--- src/rtl/adcs_pkg.sv ---
package adcs_pkg;

  typedef enum logic [2:0] {
    ST_IDLE,
    ST_SYNC,
    ST_KICK,
    ST_READ,
    ST_LO,
    ST_HI,
    ST_WAIT
  } st_e;

  localparam int unsigned SAMPLE_W = 12;
  localparam int unsigned WORD_W   = 16;

  // widen a converter result to the transmitted word, spare bits zero
  function automatic logic [WORD_W-1:0] pack_word(input logic [SAMPLE_W-1:0] s);
    return {4'b0000, s};
  endfunction

  // pick byte 0 (low half) or byte 1 (high half) of a word
  function automatic logic [7:0] word_byte(input logic [WORD_W-1:0] w, input logic hi);
    return hi ? w[15:8] : w[7:0];
  endfunction

  // loop period in clocks for a given pause setting
  function automatic logic [31:0] loop_cycles(input logic [31:0] base,
                                              input logic [31:0] per_ms,
                                              input logic [31:0] ovh,
                                              input logic [31:0] pause);
    if (pause == 32'd0) return base;
    return base + pause * per_ms + ovh;
  endfunction

endpackage

--- src/rtl/adcs_spi_rd.sv ---
module adcs_spi_rd #(
  parameter int unsigned HALF_CYC  = 4,
  parameter int unsigned LEAD_CLKS = 2,
  parameter int unsigned DATA_BITS = 12
) (
  input  logic                 clk,
  input  logic                 rst_n,
  input  logic                 go,
  output logic                 cs_n,
  output logic                 sclk,
  input  logic                 sdo,
  output logic                 done,
  output logic [DATA_BITS-1:0] data
);

  localparam int unsigned NCLK  = LEAD_CLKS + DATA_BITS;
  localparam int unsigned NEDGE = 2 * NCLK;
  localparam int unsigned DW    = (HALF_CYC > 1) ? $clog2(HALF_CYC) : 1;
  localparam int unsigned EW    = $clog2(NEDGE + 1);

  logic                 busy;
  logic [DW-1:0]        div;
  logic [EW-1:0]        edges;
  logic [DATA_BITS-1:0] shreg;

  // named internal events
  logic half_tick, rise_tick, fin_tick, keep_bit;

  assign half_tick = busy && (div == DW'(HALF_CYC - 1));
  assign fin_tick  = half_tick && (edges == EW'(NEDGE));
  assign rise_tick = half_tick && !fin_tick && !sclk;
  // edges is even before a rise; rises already done = edges/2
  assign keep_bit  = rise_tick && (edges >= EW'(2 * LEAD_CLKS));

  always_ff @(posedge clk) begin
    if (!rst_n) begin
      busy  <= 1'b0;
      cs_n  <= 1'b1;
      sclk  <= 1'b0;
      div   <= '0;
      edges <= '0;
      shreg <= '0;
      done  <= 1'b0;
    end else begin
      done <= 1'b0;
      if (go && !busy) begin
        busy  <= 1'b1;
        cs_n  <= 1'b0;
        sclk  <= 1'b0;
        div   <= '0;
        edges <= '0;
      end else if (busy) begin
        if (half_tick) div <= '0;
        else           div <= div + 1'b1;
        if (fin_tick) begin
          busy <= 1'b0;
          cs_n <= 1'b1;
          done <= 1'b1;
        end else if (half_tick) begin
          sclk  <= ~sclk;
          edges <= edges + 1'b1;
        end
        if (keep_bit) shreg <= {shreg[DATA_BITS-2:0], sdo};
      end
    end
  end

  assign data = shreg;

  p_sclk_rest_r4: assert property (@(posedge clk) disable iff (!rst_n)
    cs_n |-> !sclk);

  p_done_released_r4: assert property (@(posedge clk) disable iff (!rst_n)
    done |-> cs_n);

  p_sclk_paced_r4: assert property (@(posedge clk) disable iff (!rst_n)
    (busy && !half_tick) |=> $stable(sclk));

  p_go_when_free_r6: assert property (@(posedge clk) disable iff (!rst_n)
    go |-> !busy);

endmodule

--- src/rtl/adcs_byte_port.sv ---
module adcs_byte_port (
  input  logic       clk,
  input  logic       rst_n,
  input  logic       load,
  input  logic [7:0] load_byte,
  output logic       tx_valid,
  output logic [7:0] tx_data,
  input  logic       tx_ready,
  output logic       taken
);

  assign taken = tx_valid && tx_ready;

  always_ff @(posedge clk) begin
    if (!rst_n) begin
      tx_valid <= 1'b0;
      tx_data  <= 8'h00;
    end else if (load) begin
      tx_valid <= 1'b1;
      tx_data  <= load_byte;
    end else if (taken) begin
      tx_valid <= 1'b0;
    end
  end

  p_hold_stalled_r7: assert property (@(posedge clk) disable iff (!rst_n)
    (tx_valid && !tx_ready) |=> (tx_valid && $stable(tx_data)));

  p_load_free_r7: assert property (@(posedge clk) disable iff (!rst_n)
    load |-> (!tx_valid || tx_ready));

endmodule

--- src/rtl/adcs_pacer.sv ---
module adcs_pacer
  import adcs_pkg::*;
#(
  parameter int unsigned BASE_CYC      = 186567,
  parameter int unsigned CYC_PER_MS    = 50000,
  parameter int unsigned PAUSE_OVH_CYC = 12000,
  parameter int unsigned PAUSE_W       = 8
) (
  input  logic               clk,
  input  logic               rst_n,
  input  logic               restart,
  input  logic [PAUSE_W-1:0] pause_ms,
  output logic               due
);

  logic [31:0] cnt;
  logic [31:0] period;

  always_ff @(posedge clk) begin
    if (!rst_n) begin
      cnt    <= '0;
      period <= 32'(BASE_CYC);
    end else if (restart) begin
      cnt    <= 32'd1;
      period <= loop_cycles(32'(BASE_CYC), 32'(CYC_PER_MS),
                            32'(PAUSE_OVH_CYC), 32'(pause_ms));
    end else if (cnt != '1) begin
      cnt <= cnt + 32'd1;
    end
  end

  // restart on the edge after due keeps restarts exactly period apart
  assign due = (cnt >= period - 32'd1);

  p_count_moves_r8: assert property (@(posedge clk) disable iff (!rst_n)
    (!restart && cnt != '1) |=> (cnt == $past(cnt) + 32'd1));

endmodule

--- src/rtl/adcs_streamer.sv ---
module adcs_streamer
  import adcs_pkg::*;
#(
  parameter int unsigned HALF_CYC      = 4,
  parameter int unsigned LEAD_CLKS     = 2,
  parameter int unsigned BASE_CYC      = 186567,
  parameter int unsigned CYC_PER_MS    = 50000,
  parameter int unsigned PAUSE_OVH_CYC = 12000,
  parameter int unsigned PAUSE_W       = 8
) (
  input  logic               clk,
  input  logic               rst_n,
  input  logic               start,
  input  logic [PAUSE_W-1:0] pause_ms,
  output logic               run,
  output logic               adc_cs_n,
  output logic               adc_sclk,
  input  logic               adc_sdo,
  output logic               tx_valid,
  output logic [7:0]         tx_data,
  input  logic               tx_ready
);

  st_e                 st, nxt;
  logic [WORD_W-1:0]   word_q;
  logic [SAMPLE_W-1:0] spi_data;

  // named internal events
  logic       kick, spi_done, taken, due, load;
  logic [7:0] ld_byte;

  assign kick = (st == ST_KICK);

  adcs_spi_rd #(
    .HALF_CYC (HALF_CYC),
    .LEAD_CLKS(LEAD_CLKS),
    .DATA_BITS(SAMPLE_W)
  ) u_rd (
    .clk (clk),
    .rst_n(rst_n),
    .go  (kick),
    .cs_n(adc_cs_n),
    .sclk(adc_sclk),
    .sdo (adc_sdo),
    .done(spi_done),
    .data(spi_data)
  );

  adcs_pacer #(
    .BASE_CYC     (BASE_CYC),
    .CYC_PER_MS   (CYC_PER_MS),
    .PAUSE_OVH_CYC(PAUSE_OVH_CYC),
    .PAUSE_W      (PAUSE_W)
  ) u_pace (
    .clk     (clk),
    .rst_n   (rst_n),
    .restart (kick),
    .pause_ms(pause_ms),
    .due     (due)
  );

  adcs_byte_port u_tx (
    .clk      (clk),
    .rst_n    (rst_n),
    .load     (load),
    .load_byte(ld_byte),
    .tx_valid (tx_valid),
    .tx_data  (tx_data),
    .tx_ready (tx_ready),
    .taken    (taken)
  );

  always_comb begin
    nxt     = st;
    load    = 1'b0;
    ld_byte = 8'h00;
    unique case (st)
      ST_IDLE: if (start) begin
        nxt  = ST_SYNC;
        load = 1'b1;
      end
      ST_SYNC: if (taken) nxt = ST_KICK;
      ST_KICK: nxt = ST_READ;
      ST_READ: if (spi_done) begin
        nxt     = ST_LO;
        load    = 1'b1;
        ld_byte = word_byte(pack_word(spi_data), 1'b0);
      end
      ST_LO: if (taken) begin
        nxt     = ST_HI;
        load    = 1'b1;
        ld_byte = word_byte(word_q, 1'b1);
      end
      ST_HI:   if (taken) nxt = ST_WAIT;
      ST_WAIT: if (due) nxt = ST_KICK;
      default: nxt = ST_IDLE;
    endcase
  end

  always_ff @(posedge clk) begin
    if (!rst_n) begin
      st     <= ST_IDLE;
      run    <= 1'b0;
      word_q <= '0;
    end else begin
      st <= nxt;
      if (st == ST_IDLE && start) run <= 1'b1;
      if (spi_done) word_q <= pack_word(spi_data);
    end
  end

  p_quiet_idle_r1: assert property (@(posedge clk) disable iff (!rst_n)
    !run |-> (adc_cs_n && !tx_valid));

  p_run_sticky_r2: assert property (@(posedge clk) disable iff (!rst_n)
    run |=> run);

  p_no_byte_in_read_r6: assert property (@(posedge clk) disable iff (!rst_n)
    !adc_cs_n |-> !tx_valid);

  p_top_nibble_r5: assert property (@(posedge clk) disable iff (!rst_n)
    (st == ST_HI && tx_valid) |-> (tx_data[7:4] == 4'h0));

  p_kick_when_due_r8: assert property (@(posedge clk) disable iff (!rst_n)
    (st == ST_WAIT && !due) |=> !kick);

endmodule

--- config.mk ---
export PLATFORM = sky130hd
export DESIGN_NAME = adcs_streamer
export DESIGN_NICKNAME = d
export VERILOG_FILES = /design/src/rtl/adcs_pkg.sv /design/src/rtl/adcs_spi_rd.sv /design/src/rtl/adcs_byte_port.sv /design/src/rtl/adcs_pacer.sv /design/src/rtl/adcs_streamer.sv
export SDC_FILE = /design/constraint.sdc
export NUM_CORES = 1
export LEC_CHECK = 0
export ABC_CLOCK_PERIOD_IN_PS = 5200
export BUFFER_PORTS_ARGS = -buffer_cell sky130_fd_sc_hd__clkbuf_2
export CAP_MARGIN = 25
export CORE_MARGIN = 5
export CORE_UTILIZATION = 57
export CTS_CLUSTER_SIZE = 30
export DETAILED_ROUTE_END_ITERATION = 16
export GPL_ROUTABILITY_DRIVEN = 1
export GPL_TIMING_DRIVEN = 0
export PLACE_DENSITY = 0.88
export SLEW_MARGIN = 20
export SYNTH_ARGS = -nofsm -noshare
export SYNTH_HDL_FRONTEND = slang
export SYNTH_SLANG_ARGS = --single-unit
--- constraint.sdc ---
create_clock -name clk -period 5.2 [get_ports clk]
set_input_delay 0.52 -clock clk [delete_from_list [all_inputs] [get_ports clk]]
set_output_delay 0.52 -clock clk [all_outputs]
set_load 0.1 [all_outputs]
==> out/results.ini, run 1 <==
[synth]
yosysSeqAreaShare_pct=27.3
synth.top_cell.area_share_pct=27.3
syn_nets=906
postSynthAreaPerCell_um2=8.68
synth_area_leaders=dfxtp_1 27%, ha_1 16%, xor2_1 4.2%
synth_edf_count=0
synthArstFlopShare_pct=0
syn-cell-area_um2=6890
synth-seq-cells=94
synth_commonest_cells=94 x dfxtp_1, 87 x ha_1, 70 x nor2_1
yosysTopAreaCell=dfxtp_1
yosysUniqueCellTypes=70
ys_warn_count=0
postSynthCellCount=794
synth_most_common_cell=dfxtp_1
synthFlopType=dfxtp_1

[power_and_ir_drop]
p_sw_share_pct=42.9
power_frac_clock_pct=19.2
power_frac_seq_pct=22.6
pwr-share-comb_pct=58.2
switching_power_uw=1400
p_leak_uw=0.00310
vdd_drop_max_mv=0.272
p_int_uw=1870
total_power_uw=3270
power.density_nw_per_um2=429

[routing]
post_drt_wl_per_cell_um=15.1
drt_iter0_drc=461
vias=5849
viasPerCell=5.94
firstDrtPassIters=6
drc=0
ant_nets=0
drt-total-wl_um=14900

[timing]
whs_ps=448
max_freq_mhz=198
skew_ps=8.24
fin_ws_ps=152
worstMarginPinSlew_ps=726
post-route-min-period_ps=5050
final-hold-violation-count=0
period_share_pct=97.1
slew_violations=0
finalSetupViolations=0
slew_headroom_pct=51.6

[die]
die-area_um2=14400
fp.dieH_um=120
num_rows=40
initial_core_util_pct=57.9
die_x_um=120
design.portCount=25
core_um2=11900

[setup_path]
critical_path_class=input port to flop
reg2reg_to=u_pace.cnt[31]
start_kind=input port
path_max_fanout=6
cp.required_ps=5410
reg2reg_depth=11
crit_arrival_ps=5250
cp-startpoint=pause_ms[2]
cp-endpoint=u_pace.period[23]
timing.rr.start=u_pace.cnt[27]
cp-end-kind=flop
regToRegSetupSlack_ps=2380

[clock_tree]
holdBufCountCts=0
cts_made_buffers=9
cts_buffer_depth=2
cts_tree=built
clk_latency_ps=350
htree_num_levels=3
clock-sinks=94
cts_root_buffer=clkbuf_16
path_clk_slew_ps=70

[final_layout]
multi_input_area_um2=4820
antenna_cells=0
seq_area_um2=1880
drive_above_1_share_pct=9.90
area_delta_synth_final_pct=10.6
fillers=931
nets=945
final_core_util_pct=64.0

[placed_design]
place_congestion=0.889
port_buffers=24
dp_slack_ps=-504
dp_hpwl_um=11600

[global_routing]
antenna_found_initial=0
grt_overflow=0
grt_use_total_pct=21.1
first_global_vias=5628
grt_pass1_wl_um=25400
grt_max_degree=19

[outcome]
status=finished clean

[worst_hold_path]
hp-class=input port to flop

[flow_run]
max_cap_violations=0

==> state kept, by name (all words and copies together) (netlist names) <==
name           cells
u_rd.busy          1
u_rd.data         12
u_pace.cnt        32
u_rd.sclk          1
word_q             4
u_tx.tx_data       8
u_rd.edges         5
u_pace.period     22
u_rd.cs_n          1
u_rd.div           2
u_rd.done          1
st                 3
u_tx.tx_valid      1
run                1
==> cells in the final DEF (no fill, tap or decap), types with 4 or more instances in the layout <==
| cell | count |
|---|---|
| a211oi_1 | 7 |
| a21boi_0 | 4 |
| a21o_1 | 7 |
| a21oi_1 | 31 |
| a222oi_1 | 4 |
| a22oi_1 | 12 |
| and2_1 | 4 |
| and3_1 | 7 |
| and4_1 | 4 |
| buf_4 | 6 |
| clkbuf_1 | 26 |
| clkbuf_16 | 9 |
| clkbuf_2 | 24 |
| dfxtp_1 | 94 |
| fa_1 | 12 |
| ha_1 | 83 |
| inv_1 | 49 |
| mux2i_1 | 20 |
| nand2_1 | 51 |
| nand2b_1 | 10 |
| nand3_1 | 20 |
| nand4_1 | 14 |
| nor2_1 | 69 |
| nor2b_1 | 36 |
| nor3_1 | 14 |
| nor3b_1 | 6 |
| o211ai_1 | 5 |
| o21a_1 | 6 |
| o21ai_0 | 28 |
| o221ai_1 | 4 |
| o22ai_1 | 12 |
| or2_2 | 7 |
| or3_1 | 9 |
| xnor2_1 | 29 |
| xor2_1 | 33 |
==> per-layer routing <==
metal / part of all wire, % / GRT usage [%]
met1: 47 / 27.5
met2: 47 / 36.0
met3: 4.4 / 3.91
met4: 1.8 / 5.01
met5: 0 / 0
==> cells by family after synthesis <==
family | Yosys count | share of synthesized area [%]
muxes | 20 | 2.90
adders and majority gates | 99 | 19.3
DFF | 94 | 27.3
buffers and inverters | 78 | 4.28
AOI/OAI and AO/OA | 167 | 17.4
and+or+nand+nor | 273 | 20.6
xor gates and xnor gates | 63 | 8.20
==> critical path: stages <==
cell and delay [ps]:
clkbuf_2 170, ha_4 280, ha_1 260, inv_1 50, fa_1 510, inv_1 60, fa_1 480, ha_2 240
a211o_2 400, a211o_4 380, a221oi_4 320, o211ai_4 130, or4_1 440, or4_1 430, a21oi_2 160, o211ai_1 120
xnor2_1 180, o22ai_1 100
==> worst min-delay path by stage <==
stage               slack (ps)         startpoint  depth (start not counted)                 to
finish                     450            adc_sdo                          3       u_rd.data[0]
floorplan                  420  u_pace.period[25]                          2  u_pace.period[25]
detailed placement         440  u_pace.period[25]                          2  u_pace.period[25]
global placement           430  u_pace.period[25]                          2  u_pace.period[25]
global route               460            adc_sdo                          3       u_rd.data[0]
CTS                        450            adc_sdo                          3       u_rd.data[0]
==> repair_timing <==
item | 4_1_cts | 5_1_grt
endpoints found under the hold margin | 0 | 0
pin swaps | 2 | 4
resized for setup | 6 | 17
endpoints found under the setup margin | 4 | 8
setup buffers | 3 | 3
==> power by group through the flow <==
| stage | sequential, uW | clock (uW) | combinational, uW |
|---|---|---|---|
| after floorplan | 764 | 0 | 1400 |
| after global placement | 753 | 0 | 1670 |
| after detailed placement | 754 | 0 | 1710 |
| after CTS | 737 | 643 | 1780 |
| after global routing | 739 | 670 | 2100 |
| final | 738 | 627 | 1900 |
==> cell type report <==
class,instances,share of cell area (%)
Tap cell,147,2.41
Buffer,27,1.35
Inverter,49,2.41
Clock buffer,9,2.95
Multi-Input combinational cell,622,63.2
Timing Repair Buffer,30,2.17
Clock inverter,7,0.804
Sequential cell,94,24.7
==> metrics by stage <==
step	cells	setup TNS (ps)	cell area, um2
detailed placement	965	-2550	7200
global route	985	-1.72	7630
CTS	984	0	7530
finish	985	0	7630
global placement	965	-1630	7200
floorplan	794	0	6890
No activity file was read; power rests on OpenSTA's default activity.
==> run 2: changes to the inputs <==
--- a/config.mk
+++ b/config.mk
@@ -5,16 +5,17 @@
 export SDC_FILE = /design/constraint.sdc
 export NUM_CORES = 1
 export LEC_CHECK = 0
+export ABC_AREA = 1
 export ABC_CLOCK_PERIOD_IN_PS = 5200
 export BUFFER_PORTS_ARGS = -buffer_cell sky130_fd_sc_hd__clkbuf_2
 export CAP_MARGIN = 25
 export CORE_MARGIN = 5
-export CORE_UTILIZATION = 57
+export CORE_UTILIZATION = 58
 export CTS_CLUSTER_SIZE = 30
 export DETAILED_ROUTE_END_ITERATION = 16
 export GPL_ROUTABILITY_DRIVEN = 1
 export GPL_TIMING_DRIVEN = 0
-export PLACE_DENSITY = 0.88
+export PLACE_DENSITY = 0.89
 export SLEW_MARGIN = 20
 export SYNTH_ARGS = -nofsm -noshare
 export SYNTH_HDL_FRONTEND = slang
==> run 2 against run 1 <==
Compared with the run above: global-route usage up 1.6 points; core utilization grew 0.28 points; clock-buffer cell count is 1 higher; combinational power is 4% higher; first-iteration DRC count shrank 2.2%; critical path depth increased by 8; synthesized cell count is 34% higher; total power is 4.3% higher; die area up 6.2%; critical endpoint is now u_pace.period[24]; sequential power is 8.9% higher; fmax rose by 21%; synthesized area rose by 8.6%.
==> out/results.ini, run 2 <==
[outcome]
status=finished clean

[power_and_ir_drop]
vdd_drop_max_mv=0.211
power.density_nw_per_um2=420
p_leak_uw=0.00400

[synth]
synthFlopType=dfxtp_1
synth-seq-cells=94
ys_warn_count=0
yosysTopAreaCell=dfxtp_1
yosysUniqueCellTypes=49
synth_commonest_cells=198 x nand2_1, 185 x inv_1, 94 x dfxtp_1
postSynthCellCount=1065
synth.top_cell.area_share_pct=25.1
synthArstFlopShare_pct=0
yosysSeqAreaShare_pct=25.1
syn-cell-area_um2=7490
postSynthAreaPerCell_um2=7.03
synth_area_leaders=dfxtp_1 25%, ha_1 15%, nand2_1 9.9%
synth_edf_count=0
syn_nets=1177
synth_most_common_cell=nand2_1

[setup_path]
crit_arrival_ps=4480
path_max_fanout=9
timing.rr.start=u_pace.cnt[1]
slowest_stage=fa_1
cp-end-kind=flop
reg2reg_to=u_pace.cnt[19]
critical_path_class=input port to flop
cp.required_ps=5490
max_stage_delay_ps=500
regToRegSetupSlack_ps=2610
start_kind=input port
reg2reg_depth=13

[final_layout]
multi_input_area_um2=4790
seq_area_um2=1880
largest_reg_flops=32
final_core_util_pct=64.3
antenna_cells=0
drive_above_1_share_pct=12.7
final_cell_mix=198 x nand2_1, 185 x inv_1, 94 x dfxtp_1
nets=1213
top_register=u_pace.cnt
fillers=1101
final_common_cell=nand2_1
area_delta_synth_final_pct=8.41

[timing]
slew_violations=0
period_share_pct=80.4
tns_ps=0
post-route-min-period_ps=4180
worstMarginPinSlew_ps=835
slew_headroom_pct=43.6
skew_ps=9.58
final-hold-violation-count=0
finalSetupViolations=0
rsz0062_at_grt=false
max_freq_mhz=239

[worst_hold_path]
hold_end=u_pace.period[23]
hp-class=flop to flop
hold_path_startpoint=u_pace.period[23]
whs_path_depth=2

[global_routing]
grt_overflow=0
busiest_layer=met2
first_global_vias=6441
met2_usage_pct=39.5
grtUsageMet3_pct=3.54
met1_usage_pct=28.0
grt_use_total_pct=22.6
grt_pass1_wl_um=28200
grt_max_degree=18
antenna_found_initial=0

[clock_tree]
cts_root_buffer=clkbuf_16
holdBufCountCts=0
path_clk_slew_ps=70
postCtsSetupBuffers=0
cts_tree=built
clk_latency_ps=340
cts_buffer_depth=2
cts_made_buffers=9
htree_num_levels=3
clock-sinks=94
cts_resized=0

[routing]
post_drt_wl_per_cell_um=13.0
drt_iter0_drc=451
viasPerCell=5.40
drt-total-wl_um=16700
firstDrtPassIters=5
vias=6904
drc=0
ant_nets=0

[die]
fp.dieH_um=124
die_x_um=124
initial_core_util_pct=59.3
core_um2=12600
die-area_um2=15300
design.portCount=25
num_rows=41

[placed_design]
dp_hpwl_um=13400
place_congestion=0.959
port_buffers=24

[flow_run]
max_cap_violations=0

run 2: per-stage QoR:
step / hold slack, ps / power, uW / worst slack, ps / cell area (um2) / std cells
6_report: 452 / 3410 / 1020 / 8120 / 1278
3_3_place_gp: 440 / 2690 / 783 / 7820 / 1261
4_1_cts: 455 / 3410 / 1030 / 8110 / 1277
2_1_floorplan: 422 / 2460 / 1180 / 7490 / 1065
3_5_place_dp: 443 / 2770 / 682 / 7820 / 1261
5_1_grt: 466 / 3700 / 703 / 8120 / 1278
run 2: power breakdown:
| part | internal, uW | leakage [uW] | total, uW | switching, uW |
|---|---|---|---|---|
| clock network | 344 | 0.000137 | 636 | 292 |
| logic | 653 | 0.00310 | 1970 | 1320 |
| registers | 774 | 0.000760 | 804 | 30.6 |
| total | 1770 | 0.00400 | 3410 | 1640 |
run 2: layout make-up:
cell class / count / share of cell area, %
Buffer: 13 / 0.863
Clock buffer: 10 / 2.94
Clock inverter: 6 / 0.617
Inverter: 198 / 9.16
Multi-Input combinational cell: 760 / 59.0
Sequential cell: 94 / 23.2
Tap cell: 172 / 2.65
Timing Repair Buffer: 25 / 1.54
run 2: how the worst max path moves through the flow:
| stage | cells after the start | slack, ps | start | endpoint |
|---|---|---|---|---|
| final | 26 | 1020 | pause_ms[2] | u_pace.period[24] |
| after global routing | 24 | 700 | pause_ms[6] | u_pace.period[24] |
| after CTS | 22 | 1030 | pause_ms[6] | u_pace.period[24] |
| after detailed placement | 22 | 680 | pause_ms[6] | u_pace.period[24] |
| after global placement | 26 | 780 | pause_ms[2] | u_pace.period[24] |
| after floorplan | 22 | 1180 | pause_ms[2] | u_pace.period[23] |
run 2: cell families after synthesis:
logic type	count (synthesis)	synth area share, %
AND/OR/NAND/NOR	474	31.5
adder cells (fa/ha/maj)	99	17.7
AO/OA/AOI/OAI	166	12.3
XOR/XNOR	21	2.46
buffers and inverters	211	10.9
flip-flops	94	25.1
run 2: worst max-delay path, delay by kind of cell:
family,cells,cell delay (ps)
fa+ha+maj,5,1920
simple gates,15,1340
buf+inv,5,550
compound gates,1,160
run 2: metal layers:
metal | wire (um) | vias to the layer above
li1 | - | 3522
met1 | 7200 | 3130
met2 | 8210 | 209
met3 | 789 | 43
met4 | 475 | 0
met5 | 0 | -
==> run 3: changes to the inputs <==
--- a/config.mk
+++ b/config.mk
@@ -6,7 +6,7 @@
 export NUM_CORES = 1
 export LEC_CHECK = 0
 export ABC_AREA = 1
-export ABC_CLOCK_PERIOD_IN_PS = 5200
+export ABC_CLOCK_PERIOD_IN_PS = 3700
 export BUFFER_PORTS_ARGS = -buffer_cell sky130_fd_sc_hd__clkbuf_2
 export CAP_MARGIN = 25
 export CORE_MARGIN = 5
==> constraint.sdc (replaced) <==
create_clock -name clk -period 3.7 [get_ports clk]
set_input_delay 0.37 -clock clk [delete_from_list [all_inputs] [get_ports clk]]
set_output_delay 0.37 -clock clk [all_outputs]
set_load 0.1 [all_outputs]
==> run 3 against run 2 <==
Compared with the run above: the flow now finishes with violations (negative setup slack); combinational power rose by 99%; clock power grew 26%; non-clock buffer count rose by 24; clock-buffer cell count did not move; largest power group unchanged; first-iteration DRC count grew 65%; via count increased by 6.3%; clock skew is 2.3 ps lower.
==> out/results.ini, run 3 (synthesis results as in run 2) <==
[die]
fp.dieH_um=124
die-area_um2=15300
design.portCount=25
num_rows=41
core_um2=12600
initial_core_util_pct=59.3
die_x_um=124

[timing]
period_share_pct=105
post-route-min-period_ps=3900
finalSetupViolations=9
max_freq_mhz=256
skew_ps=7.24
tns_ps=-1340
worstMarginPinSlew_ps=974
slew_violations=0
rsz0062_at_grt=true
final-hold-violation-count=0
fin_ws_ps=-202
slew_headroom_pct=34.2

[routing]
post_drt_wl_per_cell_um=15.7
vias=7340
viasPerCell=5.65
drt_iter0_drc=742
firstDrtPassIters=8
drt-total-wl_um=20400
ant_nets=0
drc=0

[setup_path]
path_max_fanout=5
start_kind=input port
crit_arrival_ps=4110
cp.required_ps=3900
critical_path_class=input port to flop
cp-end-kind=flop

[power_and_ir_drop]
vdd_drop_max_mv=0.407
switching_power_uw=2880
power_frac_clock_pct=13.6
p_leak_uw=0.00420
pwr-share-comb_pct=67.1
p_int_uw=2990
total_power_uw=5870
p_sw_share_pct=49.0
power_frac_seq_pct=19.3
power.density_nw_per_um2=660

[global_routing]
antenna_found_initial=0
grt_max_degree=14
grt_overflow=0
first_global_vias=6739
grt_pass1_wl_um=29900
grt_use_total_pct=24.1

[placed_design]
dp_hpwl_um=13700
port_buffers=24
place_congestion=0.956
placed_area_um2=7940
dp_slack_ps=-655
numPlacedInstances=1261

[clock_tree]
clk_latency_ps=340
path_clk_slew_ps=60
htree_num_levels=3
cts_buffer_depth=2
cts_made_buffers=9
cts_root_buffer=clkbuf_16
cts_tree=built
clock-sinks=94

[final_layout]
area_delta_synth_final_pct=18.8
final_cell_mix=182 x inv_1, 171 x nand2_1, 94 x dfxtp_1
antenna_cells=0
largest_reg_flops=32
nets=1237
drive_above_1_share_pct=20.8
final_common_cell=inv_1
final_area_um2=8890
finalNonFillerCells=1299
top_register=u_pace.cnt

[worst_hold_path]
hp-class=input port to flop

[outcome]
violations=negative setup slack
status=complete, but fails checks

[flow_run]
max_cap_violations=0

## run 3: changes by cell type in the layout (fill, tap and decap cells not counted), moves of 16 or more
cell,change
nand2_1,-27
buf_4,+21
ha_1,-17
nand2_4,+17
ha_4,+16
## run 3: timing repair
item,in CTS,in global routing
hold buffers,0,0
endpoints found under the hold margin,0,0
setup buffers,6,17
resized for setup,44,79
endpoints found under the setup margin,7,8
cloned,0,1
pin swaps,30,55
## run 3: final cells by class
type | instances | area (um2)
plain buffers | 13 | 77.6
clock buffers | 10 | 229
clock inverters | 3 | 15.0
fillers | 909 | 3730
inverters | 198 | 753
multi-input cells | 760 | 5370
flip-flops and latches | 94 | 1880
well taps | 172 | 215
repair buffers | 49 | 352
## run 3: worst paths after layout
path,from,to,slack (ps),cells past startpoint
max reg2reg,u_pace.cnt[1],u_pace.cnt[19],1180,13
min,adc_sdo,u_rd.data[0],340,3
max,pause_ms[2],u_pace.period[20],-200,27
min reg2reg,u_pace.period[24],u_pace.period[24],450,2
## run 3: routing by layer
layer  share of wire [%]  vias up  track usage [%]  wire (um)
li1                    -     3561                -          -
met1                  39     3409             28.8       8060
met2                  52      296             43.5      10600
met3                 5.2       74             3.81       1050
met4                 3.6        0             8.72        735
met5                   0        -                0          0
## run 3: critical path, stage by stage
cell,delay [ps]
buf_12,110
ha_4,240
ha_4,260
inv_2,30
fa_1,500
inv_1,50
fa_1,510
ha_4,310
buf_8,130
nand2_4,70
inv_2,90
nor2_4,50
nand2_2,110
nand2_1,120
nand2_2,110
nor2_1,60
nand2_2,90
nand2_1,80
nand2_2,110
inv_4,60
nor2_8,90
nand2_4,70
nor2_4,140
nand2_2,80
buf_4,140
nand2_1,50
o22ai_1,70
## run 3: per-stage QoR
step | utilization (%) | hold slack [ps]
after global placement | 62.9 | 437
after floorplan | - | 422
after global routing | 70.5 | 352
after CTS | 66.9 | 321
after detailed placement | 62.9 | 449
final | 70.5 | 342
## run 3: power by group through the flow
stage               logic, uW  clock network (uW)  registers [uW]
finish                   3930                 800            1130
global route             4220                 851            1140
CTS                      3100                 809            1130
detailed placement       2820                   0            1150
global placement         2730                   0            1150
floorplan                2330                   0            1200
